===== src/rtl/errcap_pkg.sv =====
package errcap_pkg;
  localparam int CAUSE_W = 5;
  localparam logic [31:0] CAUSE_MAP = 32'h0001_3F40;
  localparam int OFS_PEND = 'h00;
  localparam int OFS_ENAB = 'h04;
  localparam int OFS_EWORD = 'h08;
  localparam int OFS_EADDR = 'h0C;
  localparam logic [2:0] TYPE_XLATE = 3'd6;

  typedef enum logic [2:0] {
    SEL_NONE,
    SEL_PEND,
    SEL_ENAB,
    SEL_EWORD,
    SEL_EADDR
  } rdSel_e;

  typedef struct packed {
    logic [31:0] setVec;
    logic [31:0] clrVec;
    logic        enabWe;
    logic        capture;
    rdSel_e      rdSel;
  } strobes_t;
endpackage


===== src/rtl/errcap_ctrl.sv =====
module errcap_ctrl
  import errcap_pkg::*;
#(
  parameter int REG_AW = 8
) (
  input  logic               faultValid,
  input  logic [CAUSE_W-1:0] faultCause,
  input  logic               pendAny,
  input  logic [REG_AW-1:0]  regAddr,
  input  logic               regWrEn,
  input  logic [31:0]        regWrData,
  output strobes_t           stb
);
  logic hitPend, hitEnab, hitEword, hitEaddr;
  logic causeKnown;

  always_comb begin
    hitPend  = (regAddr == REG_AW'(OFS_PEND));
    hitEnab  = (regAddr == REG_AW'(OFS_ENAB));
    hitEword = (regAddr == REG_AW'(OFS_EWORD));
    hitEaddr = (regAddr == REG_AW'(OFS_EADDR));
    causeKnown = CAUSE_MAP[faultCause];

    stb.setVec  = (faultValid && causeKnown) ? (32'(1) << faultCause) : 32'd0;
    stb.clrVec  = (regWrEn && hitPend) ? regWrData : 32'd0;
    stb.enabWe  = regWrEn && hitEnab;
    stb.capture = faultValid && causeKnown && !pendAny;

    if (hitPend)       stb.rdSel = SEL_PEND;
    else if (hitEnab)  stb.rdSel = SEL_ENAB;
    else if (hitEword) stb.rdSel = SEL_EWORD;
    else if (hitEaddr) stb.rdSel = SEL_EADDR;
    else               stb.rdSel = SEL_NONE;
  end
endmodule


===== src/rtl/errcap_datapath.sv =====
module errcap_datapath
  import errcap_pkg::*;
#(
  parameter int CLIENT_W = 7,
  parameter int PHYS_W   = 34
) (
  input  logic                clk,
  input  logic                rstN,
  input  strobes_t            stb,
  input  logic [2:0]          faultType,
  input  logic [CLIENT_W-1:0] faultClient,
  input  logic                faultWrite,
  input  logic                faultSecure,
  input  logic                faultPermRd,
  input  logic                faultPermWr,
  input  logic                faultPermNs,
  input  logic [PHYS_W-1:0]   faultAddr,
  input  logic [31:0]         regWrData,
  output logic                pendAny,
  output logic [31:0]         regRdData,
  output logic                irq
);
  localparam int HI_W = PHYS_W - 32;

  logic [31:0] pendQ, enabQ, ewordQ, eaddrQ;
  logic [31:0] capWord;
  logic [1:0]  addrHi;
  logic [2:0]  permBits;

  generate
    if (HI_W > 0) begin : g_hi
      assign addrHi = 2'(faultAddr[PHYS_W-1:32]);
    end else begin : g_nohi
      assign addrHi = 2'b00;
    end
  endgenerate

  always_comb begin
    permBits = (faultType == TYPE_XLATE) ? {faultPermRd, faultPermWr, faultPermNs} : 3'b000;
    capWord = {1'b0, faultType, permBits, 3'b000, addrHi, 2'b00,
               faultSecure, faultWrite, 16'(faultClient)};
  end

  always_ff @(posedge clk or negedge rstN) begin
    if (!rstN) begin
      pendQ  <= '0;
      enabQ  <= '0;
      ewordQ <= '0;
      eaddrQ <= '0;
    end else begin
      pendQ <= ((pendQ & ~stb.clrVec) | stb.setVec) & CAUSE_MAP;
      if (stb.enabWe) enabQ <= regWrData & CAUSE_MAP;
      if (stb.capture) begin
        ewordQ <= capWord;
        eaddrQ <= faultAddr[31:0];
      end
    end
  end

  always_comb begin
    pendAny = |pendQ;
    irq     = |(pendQ & enabQ);
    case (stb.rdSel)
      SEL_PEND:  regRdData = pendQ;
      SEL_ENAB:  regRdData = enabQ;
      SEL_EWORD: regRdData = ewordQ;
      SEL_EADDR: regRdData = eaddrQ;
      default:   regRdData = 32'd0;
    endcase
  end

  // a recognised fault always leaves its bit set, clear or not
  a_r4_set_wins: assert property (@(posedge clk) disable iff (!rstN)
    (stb.setVec != 32'd0) |=> ((pendQ & $past(stb.setVec)) == $past(stb.setVec)));

  a_r2_reserved_zero: assert property (@(posedge clk) disable iff (!rstN)
    ((pendQ & ~CAUSE_MAP) == 32'd0));

  a_r9_hold_details: assert property (@(posedge clk) disable iff (!rstN)
    (|pendQ) |=> ($stable(ewordQ) && $stable(eaddrQ)));

  a_r7_perm_gated: assert property (@(posedge clk) disable iff (!rstN)
    (ewordQ[30:28] != TYPE_XLATE) |-> (ewordQ[27:25] == 3'b000));

  a_r5_irq_drop_cause: assert property (@(posedge clk) disable iff (!rstN)
    $fell(irq) |-> $past((stb.clrVec != 32'd0) || stb.enabWe));
endmodule


===== src/rtl/errcap_unit.sv =====
module errcap_unit
  import errcap_pkg::*;
#(
  parameter int CLIENT_W = 7,
  parameter int PHYS_W   = 34,
  parameter int REG_AW   = 8
) (
  input  logic                clk,
  input  logic                rstN,
  input  logic                faultValid,
  input  logic [CAUSE_W-1:0]  faultCause,
  input  logic [2:0]          faultType,
  input  logic [CLIENT_W-1:0] faultClient,
  input  logic                faultWrite,
  input  logic                faultSecure,
  input  logic                faultPermRd,
  input  logic                faultPermWr,
  input  logic                faultPermNs,
  input  logic [PHYS_W-1:0]   faultAddr,
  input  logic [REG_AW-1:0]   regAddr,
  input  logic                regWrEn,
  input  logic [31:0]         regWrData,
  output logic [31:0]         regRdData,
  output logic                irq
);
  strobes_t stb;
  logic     pendAny;

  errcap_ctrl #(.REG_AW(REG_AW)) u_ctrl (
    .faultValid(faultValid),
    .faultCause(faultCause),
    .pendAny(pendAny),
    .regAddr(regAddr),
    .regWrEn(regWrEn),
    .regWrData(regWrData),
    .stb(stb)
  );

  errcap_datapath #(.CLIENT_W(CLIENT_W), .PHYS_W(PHYS_W)) u_dp (
    .clk(clk),
    .rstN(rstN),
    .stb(stb),
    .faultType(faultType),
    .faultClient(faultClient),
    .faultWrite(faultWrite),
    .faultSecure(faultSecure),
    .faultPermRd(faultPermRd),
    .faultPermWr(faultPermWr),
    .faultPermNs(faultPermNs),
    .faultAddr(faultAddr),
    .regWrData(regWrData),
    .pendAny(pendAny),
    .regRdData(regRdData),
    .irq(irq)
  );
endmodule


===== config.mk =====
export PLATFORM = sky130hd
export DESIGN_NAME = errcap_unit
export DESIGN_NICKNAME = d
export VERILOG_FILES = /design/src/rtl/errcap_pkg.sv /design/src/rtl/errcap_ctrl.sv /design/src/rtl/errcap_datapath.sv /design/src/rtl/errcap_unit.sv
export SDC_FILE = /design/constraint.sdc
export NUM_CORES = 1
export LEC_CHECK = 0
export CAP_MARGIN = 20
export CORE_MARGIN = 4
export CORE_UTILIZATION = 55
export CTS_CLUSTER_SIZE = 25
export DETAILED_ROUTE_END_ITERATION = 7
export DONT_BUFFER_PORTS = 1
export HOLD_SLACK_MARGIN = 0.15
export PLACE_DENSITY_LB_ADDON = 0.12
export SYNTH_ARGS = -nofsm -noshare
export SYNTH_HDL_FRONTEND = slang
export SYNTH_SLANG_ARGS = --single-unit

===== constraint.sdc =====
create_clock -name clk -period 4.2 [get_ports clk]
set_input_delay 0.84 -clock clk [delete_from_list [all_inputs] [get_ports clk]]
set_output_delay 0.84 -clock clk [all_outputs]
set_load 0.03 [all_outputs]

==> results of run 1 <==
through the flow:
step | utilization | hold WS [ns] | cells | setup slack [ns] | cell area, sq um
floorplan | - | 0.457 | 260 | 1.18 | 3160
global placement | 0.575 | 0.468 | 320 | 0.836 | 3180
detailed placement | 0.575 | 0.474 | 320 | 0.859 | 3180
CTS | 0.607 | 0.183 | 335 | 0.856 | 3370
global route | 0.607 | 0.176 | 335 | 0.765 | 3370
finish | 0.607 | 0.199 | 335 | 0.905 | 3370
sequential cells by signal, indices dropped and copies added, names as in the netlist:
| name | count |
|---|---|
| u_dp.enabQ | 8 |
| u_dp.ewordQ | 17 |
| u_dp.eaddrQ | 32 |
| u_dp.pendQ | 8 |
area by class of cell:
cell class,count,area [sq um]
Clock buffer,13,169
Fill cell,483,2170
Clock inverter,2,12.5
Tap cell,72,90.1
Sequential cell,65,1630
Multi-Input combinational cell,178,1440
Timing Repair Buffer,2,15.0
Inverter,3,11.3
logic make-up (layout without fill, tap and decap cells):
family,after synthesis,after routing,synth area share
multiplexers,80,80,0.283
AND/OR/NAND/NOR,77,77,0.119
flip-flops,65,65,0.515
AO/OA/AOI/OAI,21,21,0.0520
buffers and inverters,17,20,0.0301
routing by layer:
layer	track usage	up-vias	part of all wire
li1	-	920	-
met1	0.245	978	0.43
met2	0.308	75	0.49
met3	0.0612	6	0.074
met4	0.0702	0	0.0085
met5	0	-	0
layout by cell type, fill, tap and decap left out, types with 2 or more instances in the layout:
master	netlist	routed
a22o_1	2	2
a22oi_1	4	4
a31oi_1	6	6
a32o_1	3	3
and2_1	10	10
and3_1	3	3
buf_4	3	2
clkbuf_8	0	12
dfrtp_1	65	65
inv_1	3	3
mux2_1	7	7
mux2_2	47	47
mux2i_1	24	24
mux4_2	2	2
nand2_1	17	17
nor2_1	33	33
nor2b_1	3	3
nor4_1	2	2
o2bb2ai_1	2	2
power groups by stage:
stage               Combinational [mW]  Sequential (mW)  Clock, mW
floorplan                        0.243            0.894          0
global placement                 0.248            0.922          0
detailed placement               0.261            0.930          0
CTS                              0.262            0.918      0.497
global route                     0.289            0.943      0.530
finish                           0.259            0.917      0.483
worst max-delay path: cells and delay by family:
family                 cells  cell delay (ns)
buffers and inverters      1             0.18
AND/OR/NAND/NOR            4             1.43
Yosys cell counts, types with 2 or more instances:
cell type  number
dfrtp_1        65
mux2_2         47
nor2_1         33
mux2i_1        24
nand2_1        17
and2_1         10
mux2_1          7
a31oi_1         6
clkbuf_1        5
a22oi_1         4
buf_2           4
a32o_1          3
and3_1          3
buf_4           3
inv_1           3
nor2b_1         3
a22o_1          2
buf_6           2
mux4_2          2
nor4_1          2
o2bb2ai_1       2
worst max path at each step:
stage,from,endpoint,slack [ns],depth (start not counted)
after floorplan,regAddr[7],regRdData[0],1.18,5
after global placement,regAddr[7],regRdData[3],0.84,5
after detailed placement,regAddr[7],regRdData[20],0.86,5
after CTS,regAddr[7],regRdData[20],0.86,5
after global routing,regAddr[7],regRdData[28],0.76,5
final,regAddr[7],regRdData[28],0.90,5
==> flow_summary_export.csv, run 1 <==
group,metric,value,unit
clock_network,cts.sinks,65,
placement,hpwl,4710,um
power_and_ir_drop,ir_drop,0.278,mV
floorplanning,die_w,83.7,um
clock_network,clockBufferDepth,2,
synth,synth_edf_count,0,
clock_network,cts_buffers,9,
synth,ys_async_sr_fraction,1.00,
worst_setup_path,r2r_start,"u_dp.pendQ[11]",
worst_setup_path,slowest_delay,0.61,ns
sta,rsz0062_at_grt,"false",
final_layout,areaGrowthSynthToFinish,6.66,%
grt,grt_pass1_vias,2152,
grt,grt_overflow,0,
hold_path,hold_path_class,"in -> async",
power_and_ir_drop,seqPwrFrac,0.553,
sta,setup_viol,0,
grt,grt_usage,0.192,
clock_network,cts_htree_levels,3,
sta,final-max-slew-violation-count,0,
synth,yosys.area.top_type,"dfrtp_1",
synth,ys_types,34,
floorplanning,rows,27,
floorplanning,die_height,83.7,um
detailed_routing,dr.pass1.iters,4,
final_layout,drive_gt1_frac,0.259,
detailed_routing,drt-initial-drc-count,103,
power_and_ir_drop,leakagePower,1.51,nW
floorplanning,die_area,7010,sq um
power_and_ir_drop,power,1.66,mW
detailed_routing,drt-total-wl,6580,um
clock_network,path_clk_slew,0.07,ns
power_and_ir_drop,power.density,493,nW/um^2
grt,grt_max_degree,66,
synth,syn_inst,260,
worst_setup_path,worstPathMaxFanout,15,
worst_setup_path,r2r_cells,5,
worst_setup_path,timing.rr.end,"u_dp.eaddrQ[15]",
clock_network,clkLatencyLatePin,0.33,ns
sta,tns,0,ns
power_and_ir_drop,intPower,1.25,mW
sta,period_needed,3.30,ns
synth,synth_top_area_share,0.515,
floorplanning,pin_count,131,
placement,port_buffers,0,
worst_setup_path,cp_slowest_cell,"nor2_1",
power_and_ir_drop,p_comb_frac,0.156,
grt,grt_pass1_wl,10700,um
synth,ys_ff_latch,65,
power_and_ir_drop,clockPowerShare,0.291,
synth,synth.avg_cell_area,12.1,sq um
placement,place_congestion,0.798,
grt,antenna_found_initial,0,
sta,finalHoldViolations,0,
clock_network,tritoncts,"yes",
worst_setup_path,r2r_slack,2.05,ns
sta,clock_skew,0.00947,ns
clock_network,post-cts-setup-buffers,0,
worst_setup_path,cp-start-kind,"primary input",
clock_network,cts_hold_buffers,0,
synth,ys_warn_count,0,
sta,period_share,0.785,
clock_network,cts_root_buf,"clkbuf_8",
power_and_ir_drop,p_sw,0.412,mW
detailed_routing,vias,1979,
worst_setup_path,critPathCaptureType,"output pin",
floorplanning,coreArea,5540,sq um
floorplanning,start_util,0.570,
detailed_routing,avgViaCountPerCell,5.91,
detailed_routing,postRouteAntennaNets,0,
worst_setup_path,criticalPathCategory,"in -> out",
detailed_routing,wl_per_cell,19.7,um
final_layout,n_antenna_cell,0,
synth,yosysSeqAreaShare,0.515,
synth,synth.cell_area,3160,sq um
sta,slew_headroom,0.570,
worst_setup_path,arrival,2.46,ns
detailed_routing,drc,0,
synth,syn_nets,358,
flow_run,maxCapViolCount,0,
sta,fmax,303,MHz
synth,ys.flop_type,"dfrtp_1",
worst_setup_path,path_cells,"nor4_2 -> buf_4 -> and2_1 -> nand2_1 -> nor2_1",
synth,synth_area_leaders,"dfrtp_1 (52%), mux2_2 (17%), mux2i_1 (7.6%), nor2_1 (3.9%), mux2_1 (2.5%)",
status,status,"completed",
power_and_ir_drop,swShare,0.248,
sta,worst_pin_slew,0.645,ns
worst_setup_path,cp.required,3.36,ns
final_layout,layout.nets,357,
clock_network,postCtsResizedCells,0,
(Power assumes the default switching activity.)
==> run 2: changes to the inputs <==
- clock period: 4.2 -> 3.4 ns (I/O delays scaled with it)
==> run 2 against run 1 <==
Global-route usage rose by 0.28 points. Sequential share of layout area shrank 2.9 points. Register-to-register slack got worse by 0.70 ns. Die area is the same. Routed wire length increased by 1.1%. Power up 35%. Critical path type unchanged. Critical endpoint is now regRdData[27].
==> flow_summary_export.csv, run 2 (synthesis results as in run 1) <==
group,metric,value,unit
status,status,"completed",
sta,holdWs,0.213,ns
floorplanning,rows,27,
sta,final-max-slew-violation-count,0,
sta,worst_pin_slew,0.603,ns
grt,grt_pass1_wl,10800,um
detailed_routing,wl_per_cell,18.8,um
clock_network,postCtsResizedCells,0,
worst_setup_path,worstPathMaxFanout,15,
placement,place_congestion,0.789,
sta,setup_slack,0.613,ns
worst_setup_path,r2r_start,"u_dp.pendQ[11]",
worst_setup_path,cp-start-kind,"primary input",
floorplanning,coreArea,5540,sq um
detailed_routing,dr.pass1.iters,6,
worst_setup_path,r2r_cells,5,
detailed_routing,postRouteAntennaNets,0,
final_layout,largest_reg_flops,32,
grt,grt_usage,0.195,
power_and_ir_drop,p_comb_frac,0.152,
detailed_routing,avgViaCountPerCell,5.78,
sta,period_share,0.820,
power_and_ir_drop,p_sw,0.534,mW
sta,tns,0,ns
sta,finalHoldViolations,0,
placement,hpwl,4760,um
final_layout,final_cells,353,
clock_network,clkLatencyLatePin,0.33,ns
sta,period_needed,2.79,ns
power_and_ir_drop,ir_drop,0.394,mV
power_and_ir_drop,power,2.23,mW
worst_setup_path,criticalPathCategory,"in -> out",
detailed_routing,drc,0,
power_and_ir_drop,swShare,0.239,
final_layout,final_core_util,0.647,
worst_setup_path,arrival,2.11,ns
clock_network,clockBufferDepth,2,
placement,port_buffers,0,
floorplanning,start_util,0.570,
floorplanning,die_w,83.7,um
floorplanning,die_height,83.7,um
power_and_ir_drop,leakagePower,1.64,nW
sta,fmax,359,MHz
final_layout,n_antenna_cell,0,
worst_setup_path,cp.required,2.72,ns
final_layout,areaGrowthSynthToFinish,13.6,%
worst_setup_path,timing.rr.end,"u_dp.ewordQ[6]",
floorplanning,die_area,7010,sq um
placement,dpl.cell_count,336,
grt,grt_overflow,0,
clock_network,cts.sinks,65,
clock_network,path_clk_slew,0.07,ns
final_layout,drive_gt1_frac,0.310,
final_layout,regMostFlops,"u_dp.eaddrQ",
final_layout,final_cell_mix,"dfrtp_1 (65), mux2_2 (47), nor2_1 (33)",
clock_network,cts_buffers,9,
worst_setup_path,critPathCaptureType,"output pin",
hold_path,hold_path_class,"in -> async",
final_layout,design_area,3580,sq um
power_and_ir_drop,intPower,1.70,mW
detailed_routing,drt-initial-drc-count,73,
detailed_routing,drt-total-wl,6650,um
grt,grt_pass1_vias,2160,
power_and_ir_drop,power.density,623,nW/um^2
final_layout,reg_top3,"u_dp.eaddrQ x32, u_dp.ewordQ x17",
flow_run,maxCapViolCount,0,
sta,clock_skew,0.00543,ns
placement,placed_area,3320,sq um
floorplanning,pin_count,131,
detailed_routing,vias,2039,
grt,grt_max_degree,66,
sta,setup_viol,0,
final_layout,layout.nets,374,
grt,antenna_found_initial,1,
clock_network,cts_htree_levels,3,
clock_network,tritoncts,"yes",
sta,rsz0062_at_grt,"false",
clock_network,cts_root_buf,"clkbuf_8",
power_and_ir_drop,seqPwrFrac,0.507,
placement,dp_slack,0.588,ns
worst_setup_path,r2r_slack,1.35,ns
power_and_ir_drop,clockPowerShare,0.341,
final_layout,layout_commonest_cell,"dfrtp_1",
sta,slew_headroom,0.596,
==> run 2: worst max-delay path, cell delays in order <==
cell,delay [ns]
nor4_2,0.27
buf_4,0.18
and2_1,0.18
nand2_1,0.38
nor2_1,0.23
buf_4,0.18
==> run 2: layer usage <==
metal,track usage,part of all wire
met1,0.246,0.43
met2,0.307,0.48
met3,0.0711,0.072
met4,0.0746,0.015
met5,0,0.0029
==> run 2: what timing repair did <==
item,in CTS,in global routing
endpoints found under the hold margin,65,0
hold buffers,1,0
buffers inserted,0,0
==> run 2: area by class of cell <==
cell class,count,area (sq um)
Multi-Input combinational cell,178,1440
Fill cell,450,1960
Timing Repair Buffer,19,175
Tap cell,72,90.1
Clock inverter,4,73.8
Sequential cell,65,1630
Inverter,3,11.3
Clock buffer,12,165
==> run 2: worst max path at each step <==
stage	from	endpoint	slack (ns)
global placement	regAddr[7]	regRdData[4]	0.56
detailed placement	regAddr[7]	regRdData[29]	0.59
floorplan	regAddr[7]	regRdData[0]	0.70
finish	regAddr[7]	regRdData[27]	0.61
global route	regAddr[7]	regRdData[26]	0.46
CTS	regAddr[7]	regRdData[28]	0.58
==> run 2: power by group through the flow <==
stage / registers (mW) / logic, mW / clock network [mW]
2_1_floorplan: 1.10 / 0.300 / 0
3_3_place_gp: 1.14 / 0.308 / 0
3_5_place_dp: 1.15 / 0.324 / 0
4_1_cts: 1.13 / 0.345 / 0.778
5_1_grt: 1.16 / 0.381 / 0.820
6_report: 1.13 / 0.339 / 0.762
==> run 3: changes to the inputs <==
- clock period: 3.4 -> 2.8 ns (I/O delays scaled with it)
==> run 3 against run 2 <==
Sequential power increased by 22%. Power is 18% higher. Routed wire length grew 1.4%. Clock power up 12%. Largest cell class unchanged. Global-route usage grew 0.53 points. Non-clock buffer count increased by 6. Die area is the same. Via count rose by 0.69%. Sequential share of layout area down 0.24 points. First-iteration DRC count is 19% higher. Count of clock-buffer cells in the layout is the same.
==> flow_summary_export.csv, run 3 (synthesis results as in run 1) <==
group,metric,value,unit
floorplanning,die_area,7010,sq um
worst_setup_path,cp.required,2.24,ns
final_layout,multi_input_area,1440,sq um
clock_network,post-cts-setup-buffers,0,
final_layout,drive_gt1_frac,0.311,
worst_setup_path,critPathCaptureType,"output pin",
sta,period_needed,2.46,ns
power_and_ir_drop,power,2.65,mW
clock_network,cts_buffers,9,
final_layout,n_antenna_cell,0,
detailed_routing,postRouteAntennaNets,0,
final_layout,reg_top3,"u_dp.eaddrQ x32, u_dp.ewordQ x17",
sta,worst_pin_slew,0.556,ns
sta,finalHoldViolations,0,
placement,hpwl,4780,um
power_and_ir_drop,leakagePower,1.66,nW
final_layout,fillers,444,
sta,slew_headroom,0.628,
final_layout,final_cell_mix,"dfrtp_1 (65), mux2_2 (47), nor2_1 (33)",
sta,clock_skew,0.00516,ns
final_layout,regMostFlops,"u_dp.eaddrQ",
sta,final-max-slew-violation-count,0,
sta,rsz0062_at_grt,"false",
clock_network,cts_root_buf,"clkbuf_8",
floorplanning,die_w,83.7,um
floorplanning,die_height,83.7,um
status,status,"completed",
final_layout,seq_area,1630,sq um
sta,period_share,0.878,
final_layout,largest_reg_flops,32,
grt,grt_pass1_wl,11000,um
final_layout,layout_commonest_cell,"dfrtp_1",
clock_network,tritoncts,"yes",
detailed_routing,drt-total-wl,6740,um
clock_network,path_clk_slew,0.07,ns
sta,tns,0,ns
worst_setup_path,worstPathMaxFanout,15,
detailed_routing,avgViaCountPerCell,5.73,
grt,antenna_found_initial,0,
floorplanning,rows,27,
sta,fmax,407,MHz
final_layout,final_core_util,0.650,
power_and_ir_drop,power.density,734,nW/um^2
detailed_routing,drc,0,
worst_setup_path,cp-start-kind,"primary input",
worst_setup_path,arrival,1.90,ns
floorplanning,coreArea,5540,sq um
placement,placed_area,3350,sq um
grt,grt_usage,0.200,
clock_network,cts_htree_levels,3,
grt,grt_max_degree,66,
worst_setup_path,r2r_slack,0.74,ns
floorplanning,pin_count,131,
worst_setup_path,criticalPathCategory,"in -> out",
clock_network,clockBufferDepth,2,
clock_network,cts.sinks,65,
floorplanning,start_util,0.570,
sta,setup_viol,0,
grt,grt_pass1_vias,2286,
final_layout,areaGrowthSynthToFinish,14.2,%
clock_network,clkLatencyLatePin,0.33,ns
grt,grt_overflow,0,
final_layout,design_area,3600,sq um
final_layout,layout.nets,380,
power_and_ir_drop,ir_drop,0.480,mV
placement,place_congestion,0.828,
detailed_routing,wl_per_cell,18.8,um
flow_run,maxCapViolCount,0,
hold_path,hold_path_class,"in -> reg",
placement,port_buffers,0,
detailed_routing,drt-initial-drc-count,87,
detailed_routing,vias,2053,
detailed_routing,dr.pass1.iters,4,
==> run 3: changes by cell type in the layout (fill, tap and decap cells not counted), sizes merged <==
cell / delta
dlygate4sd3: +1
buf: +5
clkinv: -1
==> run 3: stage by stage <==
stage	hold WS [ns]	setup WS, ns	cells
after floorplan	0.264	0.344	260
after global placement	0.266	0.295	341
final	0.369	0.342	358
after CTS	0.350	0.268	358
after global routing	0.345	0.162	358
after detailed placement	0.266	0.296	341
==> run 3: cell type report <==
| class | count | area share |
|---|---|---|
| Tap cell | 72 | 0.0250 |
| Sequential cell | 65 | 0.452 |
| Clock buffer | 12 | 0.0403 |
| Multi-Input combinational cell | 178 | 0.400 |
| Clock inverter | 3 | 0.0181 |
| Inverter | 3 | 0.00313 |
| Timing Repair Buffer | 25 | 0.0618 |
==> run 3: routing by layer <==
metal / vias up / track usage / wire length (um)
met1: 999 / 0.223 / 2760
li1: 967 / - / -
met4: 0 / 0.0921 / 127
met3: 13 / 0.0760 / 536
met5: - / 0 / 0
met2: 74 / 0.339 / 3320
==> run 3: worst max-delay path: stages <==
cell     delay, ns
nor4_2        0.32
and2_1        0.23
nand2_1       0.36
nor2_1        0.24
buf_4         0.19
==> run 3: path summary, 6_finish.rpt <==
check / from / endpoint / cells past startpoint
hold / removal: faultAddr[27] / u_dp.eaddrQ[27] / 1
min in group asynchronous: rstN / u_dp.eaddrQ[10] / 2
setup reg to reg: u_dp.pendQ[6] / u_dp.ewordQ[3] / 5
hold reg to reg: u_dp.eaddrQ[26] / u_dp.eaddrQ[26] / 1
max in group asynchronous: rstN / u_dp.ewordQ[20] / 2
setup / recovery: regAddr[7] / regRdData[28] / 5
==> run 3: power by group <==
| group | switching, mW | internal, mW |
|---|---|---|
| logic | 0.144 | 0.268 |
| registers | 0.156 | 1.22 |
| clock network | 0.336 | 0.521 |
| total | 0.636 | 2.01 |
==> run 3: repair_timing <==
item	in CTS	in global routing
hold buffers	2	0
resized for setup	0	0
hold endpoints to repair	65	0
